==> src/rtl/cfg_bit_loader.sv <==
module cfg_bit_loader #(
  parameter int          ADDR_W     = 24,
  parameter logic [23:0] MATCH_VAL  = 24'h740200,
  parameter logic [23:0] MATCH_MASK = 24'hFE0200,
  parameter int          IMAGE_BITS = 17878,
  parameter int          SHIFT_W    = 32,
  localparam int         CW         = $clog2(IMAGE_BITS + 1)
) (
  input  logic              clk,
  input  logic              rst_n,
  input  logic              pwr_down,
  input  logic [ADDR_W-1:0] bus_addr,
  input  logic              as_n,
  input  logic              bus_d0,
  input  logic              sense,
  output logic              wr_n,
  output logic              ack,
  output logic [CW-1:0]     bit_count,
  output logic [SHIFT_W-1:0] shift_data,
  output logic              done
);

  localparam logic [CW-1:0] LAST = CW'(IMAGE_BITS - 1);

  logic hit;
  logic strobe_q;
  logic d0_hold;
  logic release_edge;

  assign hit = ((bus_addr & MATCH_MASK) == (MATCH_VAL & MATCH_MASK)) && !as_n && sense;
  assign wr_n = ~hit;
  assign release_edge = strobe_q && !hit && !done;

  always_ff @(posedge clk or negedge rst_n) begin
    if (!rst_n) begin
      strobe_q   <= 1'b0;
      d0_hold    <= 1'b0;
      ack        <= 1'b0;
      bit_count  <= '0;
      shift_data <= '0;
      done       <= 1'b0;
    end else if (pwr_down) begin
      strobe_q   <= 1'b0;
      d0_hold    <= 1'b0;
      ack        <= 1'b0;
      bit_count  <= '0;
      shift_data <= '0;
      done       <= 1'b0;
    end else begin
      strobe_q <= hit;
      ack      <= release_edge;
      if (hit) d0_hold <= bus_d0;
      if (release_edge) begin
        bit_count  <= bit_count + 1'b1;
        shift_data <= {shift_data[SHIFT_W-2:0], d0_hold};
        if (bit_count == LAST) done <= 1'b1;
      end
    end
  end

endmodule


==> config.mk <==
export PLATFORM = sky130hd
export DESIGN_NAME = cfg_bit_loader
export DESIGN_NICKNAME = d
export VERILOG_FILES = /design/src/rtl/cfg_bit_loader.sv
export SDC_FILE = /design/constraint.sdc
export NUM_CORES = 1
export LEC_CHECK = 0
export BUFFER_PORTS_ARGS = -buffer_cell sky130_fd_sc_hd__buf_2
export CAP_MARGIN = 30
export CORE_UTILIZATION = 44
export DETAILED_ROUTE_END_ITERATION = 8
export PLACE_DENSITY = 0.83
export SLEW_MARGIN = 20
export SYNTH_ARGS = -nofsm -noshare
export SYNTH_HDL_FRONTEND = slang
export SYNTH_SLANG_ARGS = --single-unit
export TNS_END_PERCENT = 20
==> constraint.sdc <==
create_clock -name clk -period 1.85 [get_ports clk]
set_clock_uncertainty 0.05 [all_clocks]
set_input_delay 0.2775 -clock clk [delete_from_list [all_inputs] [get_ports clk]]
set_output_delay 0.2775 -clock clk [all_outputs]
set_load 0.02 [all_outputs]
== Word level (Yosys, flattened, before mapping) ==
Index checks and enable logic that the tools add are counted.

* Memories: 0
* RAM bits: 0
* Bits in registers: 51
* Bits of input ports: 30
* Output and inout port bits: 50
* Memory bits (read-only): 0
* Bits in latches: 0

* Multiplexer cells: 11
* Divide/modulo/power cells: 0
* Bitwise gates (word level): 1
* Reductions and logical operators: 11
* Equality and inequality tests: 2
* Add/sub/neg operators: 1
* Magnitude comparators: 0
* Shift-type cells: 0
* $mul: 0

{| class="wikitable"
|+ Operators by type and width
! operator !! count
|-
| 2-to-1 mux 32 bit || 2
|-
| 2-to-1 mux 15 bit || 2
|-
| adder 15 x 1 -> 15 bit (second input constant) || 1
|-
| equality test 15 bit (second input constant) || 1
|-
| equality test 8 x 7 -> 1 bit (second input constant) || 1
|-
| 2-to-1 mux 1 bit || 7
|-
| nonzero test 2 bit || 3
|-
| logical AND 1 bit || 4
|-
| zero test 1 bit || 3
|-
| AND reduction 2 bit || 1
|-
| NOT 1 bit || 1
|}

== Depth between registers and ports, before layout ==
* Depth after elaboration: 8
* Mapped depth: 6
* Mapped depth without buffers: 6

== Least setup slack after synthesis ==
OpenSTA, ideal clock, no wires.

* Kind: register to register
* From: reg bit_count[0]
* To: reg bit_count[14]
* Slack: -0.116 ns
* Data required time: 1.722 ns
* Arrival: 1.838 ns
* Cell stages (with the launch flop): 7
* Cells stage by stage: dfrtp_1 ha_1 inv_1 or3_1 buf_2 or4_1 a21oi_1

* Cells in the longest elaborated chain, start to end: 3

{| class="wikitable"
|+ RTL lines
! item !! line !! text
|-
| start: declaration || 18 || <nowiki>output logic [CW-1:0] bit_count,</nowiki>
|-
| start signal: assignment || 54 || <nowiki>bit_count <= bit_count + 1'b1;</nowiki>
|-
| adder 15 x 1 -> 15 bit || 54 ||
|-
| 2-to-1 mux 15 bit || 53 || <nowiki>if (release_edge) begin</nowiki>
|-
| 2-to-1 mux 15 bit || 42 || <nowiki>end else if (pwr_down) begin</nowiki>
|}

Every way passes these cells. The select of a mux whose other input is x is not followed.
A chain may end at the register's enable or synchronous reset.

== Final worst setup path ==
* From: reg bit_count[1]
* To: reg bit_count[8]

The elaborated chain is that of the path after synthesis.

==> impl_metrics.prom <==
# TYPE chip_impl_metric gauge
chip_impl_metric{name="async_reset_ff_share",unit="%"} 100.0
chip_impl_metric{name="synth_seq_area_share",unit="%"} 56.07
chip_impl_metric{name="critical_path.max_fanout",unit=""} 7
chip_impl_metric{name="initial_utilization",unit="%"} 46.94
chip_impl_metric{name="detail_route.first_pass.iterations",unit=""} 4
chip_impl_metric{name="power_per_cell_area",unit="nW/um2"} 643.8
chip_impl_metric{name="routed_length_per_placed_instance",unit="um"} 13.76
chip_impl_metric{name="num-nets-final",unit=""} 349
chip_impl_metric{name="numCtsBuffers",unit=""} 5
chip_impl_metric{name="pin_count_of_the_biggest_net_entering_global_routing",unit=""} 52
chip_impl_metric{name="die-area",unit="um2"} 5464
chip_impl_metric{name="endpoints_failing_setup",unit=""} 0
chip_impl_info{name="hp-class",value="input port to flop"} 1
chip_impl_metric{name="synth_cell_types",unit=""} 30
chip_impl_info{name="most_frequently_used_flop_master_after_synthesis",value="dfrtp_1"} 1
chip_impl_info{name="timing.hold.worst_endpoint",value="d0_hold"} 1
chip_impl_metric{name="avg_synthesized_cell_area",unit="um2"} 9.252
chip_impl_metric{name="slew_headroom",unit="%"} 65.60
chip_impl_metric{name="finish.instance_area",unit="um2"} 2889
chip_impl_metric{name="holdPathStages",unit=""} 3
chip_impl_metric{name="worst_ir_drop_vdd",unit="V"} 0.0004210
chip_impl_metric{name="max-clock-path-buffers",unit=""} 2
chip_impl_metric{name="grt.overflow.total",unit=""} 0
chip_impl_metric{name="antenna_left",unit=""} 0
chip_impl_metric{name="finalMaxSlewViolations",unit=""} 0
chip_impl_metric{name="dpl_cell_area",unit="um2"} 2755
chip_impl_metric{name="cts.sinks",unit=""} 51
chip_impl_info{name="crit_path_start_kind",value="flop"} 1
chip_impl_metric{name="tns",unit="ns"} 0
chip_impl_metric{name="port-buffer-count",unit=""} 63
chip_impl_metric{name="routed_wl",unit="um"} 5299
chip_impl_metric{name="antenna_found_initial",unit=""} 0
chip_impl_info{name="timing.rr.start",value="bit_count[1]"} 1
chip_impl_info{name="cts_tree",value="yes"} 1
chip_impl_metric{name="globalRouteTotalUtil",unit="%"} 21.65
chip_impl_metric{name="worst_ep_required_time",unit="ns"} 2.03
chip_impl_metric{name="worst_skew_pair.late_latency",unit="ns"} 0.31
chip_impl_metric{name="io_pins",unit=""} 80
chip_impl_metric{name="dr.first_iter.drc_count",unit=""} 152
chip_impl_metric{name="place_congestion",unit=""} 0.7894
chip_impl_metric{name="tightestPinTransition",unit="ns"} 0.5160
chip_impl_metric{name="n_antenna_cell",unit=""} 0
chip_impl_metric{name="syn_to_final_growth",unit="%"} 26.94
chip_impl_metric{name="viasPerCell",unit=""} 5.348
chip_impl_metric{name="drive_above_1_share",unit="%"} 29.87
chip_impl_metric{name="drc",unit=""} 0
chip_impl_metric{name="worst-endpoint-arrival",unit="ns"} 1.94
chip_impl_info{name="critPathCaptureType",value="flop"} 1
chip_impl_metric{name="dp_hpwl",unit="um"} 3679
chip_impl_metric{name="worst_r2r_path_depth",unit=""} 6
chip_impl_metric{name="fillCellCount",unit=""} 421
chip_impl_metric{name="post_synthesis_cells",unit=""} 246
chip_impl_info{name="rsz_0062_raised_after_global_routing",value="false"} 1
chip_impl_metric{name="postSynthRegisterBits",unit=""} 51
chip_impl_metric{name="htree_num_levels",unit=""} 2
chip_impl_info{name="hold_path_startpoint",value="bus_d0"} 1
chip_impl_metric{name="number_of_enable_flip_flop_cells_after_synthesis",unit=""} 0
chip_impl_metric{name="synth_fp_nets",unit=""} 278
chip_impl_metric{name="vertical_extent_of_the_die",unit="um"} 73.92
chip_impl_metric{name="yosysWarningCount",unit=""} 0
chip_impl_metric{name="fin_crit",unit="ns"} 1.766
chip_impl_info{name="cts.root.buffer_cell",value="clkbuf_8"} 1
chip_impl_metric{name="r2r_slack",unit="ns"} 0.08
chip_impl_metric{name="grt_pass1_wl",unit="um"} 9011
chip_impl_metric{name="drv_cap",unit=""} 0
chip_impl_metric{name="path_clk_slew",unit="ns"} 0.09
chip_impl_metric{name="syn_area",unit="um2"} 2276
chip_impl_metric{name="fin_crit_sh",unit="%"} 95.44
chip_impl_metric{name="placementRows",unit=""} 25
chip_impl_metric{name="clock.fmax",unit="MHz"} 566.4
chip_impl_info{name="timing.setup.critical_path_class",value="flop to flop"} 1
chip_impl_metric{name="report.final.hold_viol_count",unit=""} 0
chip_impl_metric{name="route.vias.total",unit=""} 2059
chip_impl_metric{name="core_area",unit="um2"} 4848
chip_impl_info{name="timing.rr.end",value="bit_count[8]"} 1
chip_impl_metric{name="leakage",unit="nW"} 1.346
chip_impl_metric{name="grt_pass1_vias",unit=""} 1948
chip_impl_metric{name="die-width",unit="um"} 73.92
chip_impl_info{name="status",value="finished clean"} 1
## through the flow
step,hold slack [ns],power [mW],worst slack [ns],cells,util (%)
after detailed placement,0.2014,1.199,0.002077,374,56.83
after global placement,0.2046,1.198,0.04304,374,56.83
after CTS,0.1647,1.880,0.01060,385,59.38
after floorplan,-0.06809,1.157,0.002449,246,-
final,0.1707,1.860,0.08432,385,59.59
after global routing,0.1991,1.918,0.003827,385,59.59
## power breakdown
| group | internal, mW | switching (mW) | leakage, nW |
|---|---|---|---|
| Combinational | 0.0176 | 0.0448 | 0.589 |
| Clock | 0.306 | 0.378 | 0.0474 |
| Sequential | 1.11 | 0.0000577 | 0.710 |
## metal layers
layer	up-vias	share of wire, %	wire (um)	global-route usage (%)
met5	-	0	0	0
met1	1005	43	2272	28.00
met3	8	7.1	376	6.859
met2	56	49	2588	35.05
li1	990	-	-	-
met4	0	1.2	61	6.197
## timing repair
| action | 4_1_cts | 5_1_grt |
|---|---|---|
| hold buffers | 1 | 0 |
| gates resized for setup | 0 | 2 |
| hold endpoints to repair | 19 | 0 |
| setup endpoints to repair | 3 | 6 |
| setup buffers | 2 | 0 |
## cell usage after synthesis (2+ instances only)
cell type | count | area share (%)
o21ai_0 | 2 | 0.44
nor2_1 | 6 | 0.99
buf_2 | 4 | 0.88
dfrtp_1 | 51 | 56
o21ai_1 | 3 | 0.66
ha_1 | 2 | 1.1
clkbuf_1 | 12 | 2.0
nand2_1 | 69 | 11
nand4bb_1 | 2 | 0.99
inv_1 | 5 | 0.82
and3_1 | 2 | 0.55
o31ai_1 | 9 | 3.0
a21oi_1 | 45 | 9.9
nand3_1 | 4 | 0.88
or4_1 | 8 | 2.6
or3_1 | 8 | 2.2
## layout make-up
cell class	instances	area (um2)	share of cell area (%)
well taps	67	83.83	2.902
repair buffers	81	478.0	16.54
clock buffers	6	82.58	2.858
clock inverters	2	16.27	0.5630
multi-input cells	173	930.9	32.22
inverters	5	18.77	0.6496
flip-flops and latches	51	1279	44.26
## cell families after synthesis
logic type / synth area share (%)
AND/OR/NAND/NOR: 22.10
AO/OA/AOI/OAI: 15.89
flip-flops: 56.07
buffers and inverters: 4.013
adder cells (fa/ha/maj): 1.099
XOR/XNOR: 0.3849
multiplexers: 0.4398
## state kept, by name, summed over array words and instances (netlist names)
name	cells
strobe_q	1
d0_hold	1
done	1
bit_count	15
ack	1
shift_data	32
## placed cells by master, fill, tap and decap left out, drive strengths merged, types with 2 or more instances in the layout
cell type / instances
buf: 80
nand2: 69
dfrtp: 51
a21oi: 45
o31ai: 10
or4: 8
or3: 8
nor2: 6
clkbuf: 6
inv: 5
nand3: 5
o21ai: 5
nand4bb: 2
and3: 2
ha: 2
## critical path, stage by stage (launching register included)
cell and delay (ns):
dfrtp_2 0.42, ha_4 0.14, inv_1 0.05, or3_4 0.41, buf_4 0.16, or3_1 0.30
a21oi_1 0.15
## how the worst max path moves through the flow
stage | slack (ns) | start | end
floorplan | 0.002 | bit_count[0] | bit_count[14]
global placement | 0.04 | bit_count[1] | bit_count[14]
detailed placement | 0.002 | bit_count[1] | bit_count[8]
CTS | 0.01 | bit_count[1] | bit_count[8]
global route | 0.004 | bit_count[1] | bit_count[14]
finish | 0.08 | bit_count[1] | bit_count[8]
No activity file was read; power rests on OpenSTA's default activity.
